**src/rtl/famm_pkg.sv**
```systemverilog
package famm_pkg;
    localparam int VEC_W   = 128;
    localparam int INSN_W  = 32;
    localparam int FLAG_W  = 6;
    localparam int FLG_INV = 0;
    localparam int FLG_IDN = 5;
    localparam int N_FMT   = 3;

    typedef enum logic [1:0] {
        ESZ_H = 2'd0,
        ESZ_S = 2'd1,
        ESZ_D = 2'd2
    } esz_e;

    typedef struct packed {
        logic legal;
        logic wide;
        logic is_min;
        esz_e esz;
    } dec_t;

    function automatic int exp_bits(input int w);
        return (w == 16) ? 5 : (w == 32) ? 8 : 11;
    endfunction
endpackage

```
**src/rtl/famm_decode.sv**
```systemverilog
module famm_decode
    import famm_pkg::*;
(
    input  logic [INSN_W-1:0] insn,
    input  logic              feat_en,
    output dec_t              dec
);
    logic base_ok, half_form, sd_form, reserved;

    always_comb begin
        base_ok   = (insn[31] == 1'b0) && (insn[28:24] == 5'b01110);
        half_form = (insn[23:21] == 3'b110) && (insn[15:10] == 6'b000111);
        sd_form   = insn[23] && insn[21] && (insn[15:10] == 6'b110111);
        reserved  = sd_form && insn[22] && !insn[30];

        dec.legal  = feat_en && base_ok && (half_form || sd_form) && !reserved;
        dec.wide   = insn[30];
        dec.is_min = insn[29];
        dec.esz    = half_form ? ESZ_H : (insn[22] ? ESZ_D : ESZ_S);
    end
endmodule

```
**src/rtl/famm_lane.sv**
```systemverilog
module famm_lane #(
    parameter int W  = 32,
    parameter int EW = 8
) (
    input  logic [W-1:0] a,
    input  logic [W-1:0] b,
    input  logic         is_min,
    output logic [W-1:0] y,
    output logic         snan
);
    localparam int MW = W - EW - 1;
    localparam logic [W-1:0] DFLT_NAN = {1'b0, {EW{1'b1}}, 1'b1, {(MW-1){1'b0}}};

    logic [W-1:0] mag_a, mag_b;
    logic         nan_a, nan_b, a_bigger;

    always_comb begin
        mag_a    = {1'b0, a[W-2:0]};
        mag_b    = {1'b0, b[W-2:0]};
        nan_a    = (&a[W-2:MW]) && (|a[MW-1:0]);
        nan_b    = (&b[W-2:MW]) && (|b[MW-1:0]);
        snan     = (nan_a && !a[MW-1]) || (nan_b && !b[MW-1]);
        a_bigger = mag_a > mag_b;
        if (nan_a || nan_b)
            y = DFLT_NAN;
        else if (is_min)
            y = a_bigger ? mag_b : mag_a;
        else
            y = a_bigger ? mag_a : mag_b;
    end

    // an ordered result is one of the magnitudes and bounds both
    always_comb begin
        if (!(nan_a || nan_b)) begin
            p_mag_order_r5: assert (is_min ? (y <= mag_a && y <= mag_b)
                                           : (y >= mag_a && y >= mag_b));
            p_nonneg_r5: assert (y[W-1] == 1'b0 && (y == mag_a || y == mag_b));
        end
    end
endmodule

```
**src/rtl/famm_datapath.sv**
```systemverilog
module famm_datapath
    import famm_pkg::*;
#(
    parameter int VW = VEC_W
) (
    input  logic [VW-1:0] a,
    input  logic [VW-1:0] b,
    input  dec_t          dec,
    output logic [VW-1:0] res,
    output logic          inv
);
    localparam int HALF = VW / 2;

    logic [VW-1:0]    fmt_res [N_FMT];
    logic [N_FMT-1:0] fmt_inv;

    for (genvar g = 0; g < N_FMT; g++) begin : g_fmt
        localparam int W     = 16 << g;
        localparam int LANES = VW / W;
        logic [VW-1:0]    r_g;
        logic [LANES-1:0] sn_live;

        for (genvar l = 0; l < LANES; l++) begin : g_lane
            logic sn;
            famm_lane #(.W(W), .EW(exp_bits(W))) lane_i (
                .a      (a[l*W +: W]),
                .b      (b[l*W +: W]),
                .is_min (dec.is_min),
                .y      (r_g[l*W +: W]),
                .snan   (sn)
            );
            if (l * W < HALF) begin : g_low
                assign sn_live[l] = sn;
            end else begin : g_high
                assign sn_live[l] = sn && dec.wide;
            end
        end

        assign fmt_res[g] = r_g;
        assign fmt_inv[g] = |sn_live;
    end

    always_comb begin
        res = fmt_res[dec.esz];
        inv = fmt_inv[dec.esz];
        if (!dec.wide)
            res[VW-1:HALF] = '0;
    end
endmodule

```
**src/rtl/vec_famm_unit.sv**
```systemverilog
module vec_famm_unit
    import famm_pkg::*;
#(
    parameter int VW = VEC_W
) (
    input  logic              clk,
    input  logic              rst_n,
    input  logic              in_valid,
    input  logic [INSN_W-1:0] insn,
    input  logic              feat_en,
    input  logic [VW-1:0]     src_a,
    input  logic [VW-1:0]     src_b,
    input  logic [FLAG_W-1:0] flags_in,
    output logic              out_valid,
    output logic [VW-1:0]     result,
    output logic [FLAG_W-1:0] flags_out,
    output logic              undef
);
    typedef struct packed {
        logic              vld;
        logic              und;
        logic              wide;
        logic [VW-1:0]     res;
        logic [FLAG_W-1:0] flg;
    } st_t;

    dec_t          dec;
    logic [VW-1:0] dp_res;
    logic          dp_inv;
    st_t           st_d, st_q;

    famm_decode dec_i (
        .insn    (insn),
        .feat_en (feat_en),
        .dec     (dec)
    );

    famm_datapath #(.VW(VW)) dp_i (
        .a   (src_a),
        .b   (src_b),
        .dec (dec),
        .res (dp_res),
        .inv (dp_inv)
    );

    always_comb begin
        st_d      = st_q;
        st_d.vld  = in_valid;
        st_d.und  = !dec.legal;
        st_d.wide = dec.wide;
        st_d.res  = dec.legal ? dp_res : '0;
        st_d.flg  = flags_in;
        st_d.flg[FLG_INV] = flags_in[FLG_INV] | (dec.legal & dp_inv);
        st_d.flg[FLG_IDN] = flags_in[FLG_IDN];
    end

    always_ff @(posedge clk or negedge rst_n) begin
        if (!rst_n)
            st_q <= '0;
        else
            st_q <= st_d;
    end

    assign out_valid = st_q.vld;
    assign result    = st_q.res;
    assign flags_out = st_q.flg;
    assign undef     = st_q.vld & st_q.und;

    p_latency_r11: assert property (@(posedge clk) disable iff (!rst_n)
        in_valid |=> out_valid);
    p_idle_r11: assert property (@(posedge clk) disable iff (!rst_n)
        !in_valid |=> !out_valid);
    p_undef_quiet_r3: assert property (@(posedge clk) disable iff (!rst_n)
        in_valid && !feat_en |=> undef && result == '0 && flags_out == $past(flags_in));
    p_idn_keep_r9: assert property (@(posedge clk) disable iff (!rst_n)
        in_valid |=> flags_out[FLG_IDN] == $past(flags_in[FLG_IDN]));
    p_sticky_r9: assert property (@(posedge clk) disable iff (!rst_n)
        in_valid |=> (flags_out & $past(flags_in)) == $past(flags_in));
    p_narrow_upper_r10: assert property (@(posedge clk) disable iff (!rst_n)
        in_valid && !insn[30] |=> result[VW-1:VW/2] == '0);
endmodule

```
**config.mk**
```make
export PLATFORM = sky130hd
export DESIGN_NAME = vec_famm_unit
export DESIGN_NICKNAME = d
export VERILOG_FILES = /design/src/rtl/famm_pkg.sv /design/src/rtl/famm_decode.sv /design/src/rtl/famm_lane.sv /design/src/rtl/famm_datapath.sv /design/src/rtl/vec_famm_unit.sv
export SDC_FILE = /design/constraint.sdc
export NUM_CORES = 1
export LEC_CHECK = 0
export BUFFER_PORTS_ARGS = -buffer_cell sky130_fd_sc_hd__buf_2
export CAP_MARGIN = 25
export CELL_PAD_IN_SITES_DETAIL_PLACEMENT = 1
export CELL_PAD_IN_SITES_GLOBAL_PLACEMENT = 2
export CORE_MARGIN = 2
export CORE_UTILIZATION = 26
export CTS_CLUSTER_SIZE = 16
export DETAILED_ROUTE_END_ITERATION = 16
export GPL_TIMING_DRIVEN = 0
export PLACE_DENSITY_LB_ADDON = 0.1
export SLEW_MARGIN = 15
export SYNTH_ARGS = -nofsm -noshare
export SYNTH_HDL_FRONTEND = slang
export SYNTH_SLANG_ARGS = --single-unit
```
**constraint.sdc**
```tcl
create_clock -name clk -period 0.8 [get_ports clk]
set_input_delay 0.04 -clock clk [delete_from_list [all_inputs] [get_ports clk]]
set_output_delay 0.04 -clock clk [all_outputs]
set_load 0.03 [all_outputs]
```
==> results.sh <==
export IMPL_maxCapViolations=0
export IMPL_fillers=5549
export IMPL_wl_um=69100
export IMPL_grt_use_total_pct=26.6
export IMPL_grt_ovfl_total=0
export IMPL_grt_pass1_vias=16700
export IMPL_ys_warnings_count=0
export IMPL_clock_sinks=134
export IMPL_cp_end_kind="flip-flop"
export IMPL_violations="negative hold slack, negative setup slack"
export IMPL_cp_required_ns=1.18
export IMPL_grt_max_degree=72
export IMPL_crit_type="in -> reg"
export IMPL_setup_viol=262
export IMPL_yosys_area_top_type="dfrtp_1"
export IMPL_power_density_mw_per_mm2=1180
export IMPL_place_ws_ns=-3.07
export IMPL_drv_slew=0
export IMPL_nNetsFinal=2700
export IMPL_worst_slack_ns=-1.68
export IMPL_async_flop_share_pct=100
export IMPL_drtPass1Iterations=6
export IMPL_synth_most_common_cell="inv_1"
export IMPL_regArea_mm2=0.00335
export IMPL_synth_main_ff_cell="dfrtp_1"
export IMPL_clkSlewWorstSetupHoldPaths_ns=0.07
export IMPL_drtAntennaViolNets=0
export IMPL_p_leak_nw=10.6
export IMPL_initial_utilization_pct=26.5
export IMPL_use_met3_pct=4.99
export IMPL_synth_top_area_share_pct=25.8
export IMPL_area_delta_synth_final_pct=80.3
export IMPL_slew_limit_headroom_pct=39.4
export IMPL_synth_commonest_cells="inv_1, buf_4, dfrtp_1, ha_1, nand2_1"
export IMPL_synth_edf_count=0
export IMPL_hold_class="in -> async"
export IMPL_timing_final_crit_share_pct=310
export IMPL_chipHeight_um=227
export IMPL_io_buffers=411
export IMPL_cts_root_buffer="clkbuf_16"
export IMPL_gr_usage_met2_pct=46.7
export IMPL_drc=0
export IMPL_die_w_um=227
export IMPL_cts_htree_levels=4
export IMPL_ir_drop_v=0.00101
export IMPL_status="finished, violations left"
export IMPL_worstSetupEndpoint="result[66]"
export IMPL_cp_startpoint="src_a[123]"
export IMPL_clockBufferDepth=2
export IMPL_via_per_inst=5.20
export IMPL_numCtsBuffers=17
export IMPL_synth_seq_cells=134
export IMPL_avgSynthCellArea_um2=8.20
export IMPL_rsz0062_at_grt="yes"
export IMPL_ios=434
export IMPL_drt_initial_drc_count=794
export IMPL_synthCells=1583
export IMPL_synth_area_leaders="dfrtp_1, ha_1, buf_4"
export IMPL_period_minus_slack_ns=2.48
export IMPL_worstPathMaxFanout=5
export IMPL_wl_per_cell_um=23.4
export IMPL_synth_area_mm2=0.0130
export IMPL_dp_cells=2660
export IMPL_rows=81
export IMPL_vias=15300
export IMPL_cts_tree="yes"
export IMPL_die_area_mm2=0.0517
export IMPL_top_usage_layer="met2"
export IMPL_core_mm2=0.0491
export IMPL_globalRouteMet1Util_pct=31.9
export IMPL_finalHoldViolCount=139
export IMPL_finalNonFillerCells=2952
export IMPL_drive_above_1_share_pct=42.3
export IMPL_cp_start_kind="input pin"
export IMPL_grt_pass1_wl_um=102000
export IMPL_place_congestion=0.878
export IMPL_hpwl_um=49600
export IMPL_multi_input_area_mm2=0.0102
export IMPL_worst_slew_pin_slew_ns=0.909
export IMPL_arrival_ns=2.85
export IMPL_max_freq_mhz=404
export IMPL_synth_seq_area_share_pct=25.8
export IMPL_grt_antenna_before_repair=6
export IMPL_ys_types=76
export IMPL_fin_hold_ws_ns=-0.550
worst max-delay path: stages:
cell      delay, ns
buf_2          0.12
ha_1           0.27
nand4_1        0.11
buf_4          0.17
nor4_4         0.31
and2_4         0.22
a21boi_4       0.22
o211ai_1       0.10
and4bb_2       0.31
buf_12         0.14
and2_4         0.14
a31oi_4        0.17
buf_12         0.14
o21ai_4        0.08
a22o_1         0.27
report_power, final:
| part | switching [mW] | total (mW) | internal (mW) |
|---|---|---|---|
| clock network | 3.91 | 9.19 | 5.28 |
| registers | 0.0103 | 6.80 | 6.79 |
| logic | 5.92 | 11.6 | 5.68 |
| total | 9.84 | 27.6 | 17.8 |
area by class of cell:
type                    instances  area share [%]
repair buffers                797            31.1
diodes                          5          0.0535
flip-flops and latches        134            14.3
multi-input cells            1114            43.5
plain buffers                  40            1.59
well taps                     664            3.55
clock buffers                  17            1.82
clock inverters                15           0.920
inverters                     166            3.09
metal layers:
metal  share of wire, %  routed length [um]  up-vias
met5              0.039                  27        -
met4                3.1                2130        4
met3                4.4                3010       93
met2                 51               35400      404
met1                 41               28400     7724
li1                   -                   -     7119
flip-flops by register name, indices dropped and copies added (netlist names):
name and flops:
flags_out 6, result 126, out_valid 1, st_q 1
placed cells by master (no fill, tap or decap), types with 63 or more instances in the layout:
cell type and n:
dlygate4sd3_1 249, buf_2 205, buf_6 188, dfrtp_1 134, buf_4 118, inv_1 108
nand2_1 98, a21oi_1 84, mux2i_1 75, nor2_1 70, ha_1 69, ha_4 63
metrics by stage:
stage / utilization, % / TNS, ns / power, mW / area (um^2) / hold WS (ns)
after global placement: 34.0 / -692.89 / 14.0 / 16700 / 0.149
final: 47.7 / -231.40 / 27.6 / 23400 / -0.550
after CTS: 45.8 / -229.31 / 26.9 / 22500 / -0.533
after global routing: 47.7 / -248.39 / 28.9 / 23400 / -0.518
after floorplan: - / -192.48 / 11.2 / 13800 / -0.256
after detailed placement: 34.1 / -340.03 / 14.2 / 16700 / 0.0180
cell families (layout without fill, tap and decap cells):
logic type / count (synthesis) / in the layout / share of synthesized area (%)
other: 1 / 7 / 0.0289
buffers and inverters: 340 / 1035 / 13.9
adders and majority gates: 132 / 132 / 12.7
muxes: 85 / 85 / 6.62
AOI/OAI and AO/OA: 410 / 414 / 21.3
DFF: 134 / 134 / 25.8
xor gates and xnor gates: 13 / 13 / 0.935
and+or+nand+nor: 468 / 468 / 18.6
worst min-delay path by stage:
| stage | to | slack (ns) | start |
|---|---|---|---|
| 6_report | result[5] | -0.55 | rst_n |
| 5_1_grt | result[5] | -0.52 | rst_n |
| 4_1_cts | result[5] | -0.53 | rst_n |
| 3_5_place_dp | result[5] | 0.02 | rst_n |
| 3_3_place_gp | out_valid | 0.15 | in_valid |
| 2_1_floorplan | flags_out[0] | -0.26 | rst_n |
what timing repair did:
| action | 4_1_cts | 5_1_grt |
|---|---|---|
| buffers inserted | 96 | 36 |
| hold endpoints to repair | 267 | 68 |
| hold buffers | 246 | 3 |
| pin swaps | 144 | 121 |
| endpoints found under the setup margin | 262 | 262 |
| cloned | 10 | 2 |
| gates resized for setup | 666 | 162 |
No activity file was read; power rests on OpenSTA's default activity.
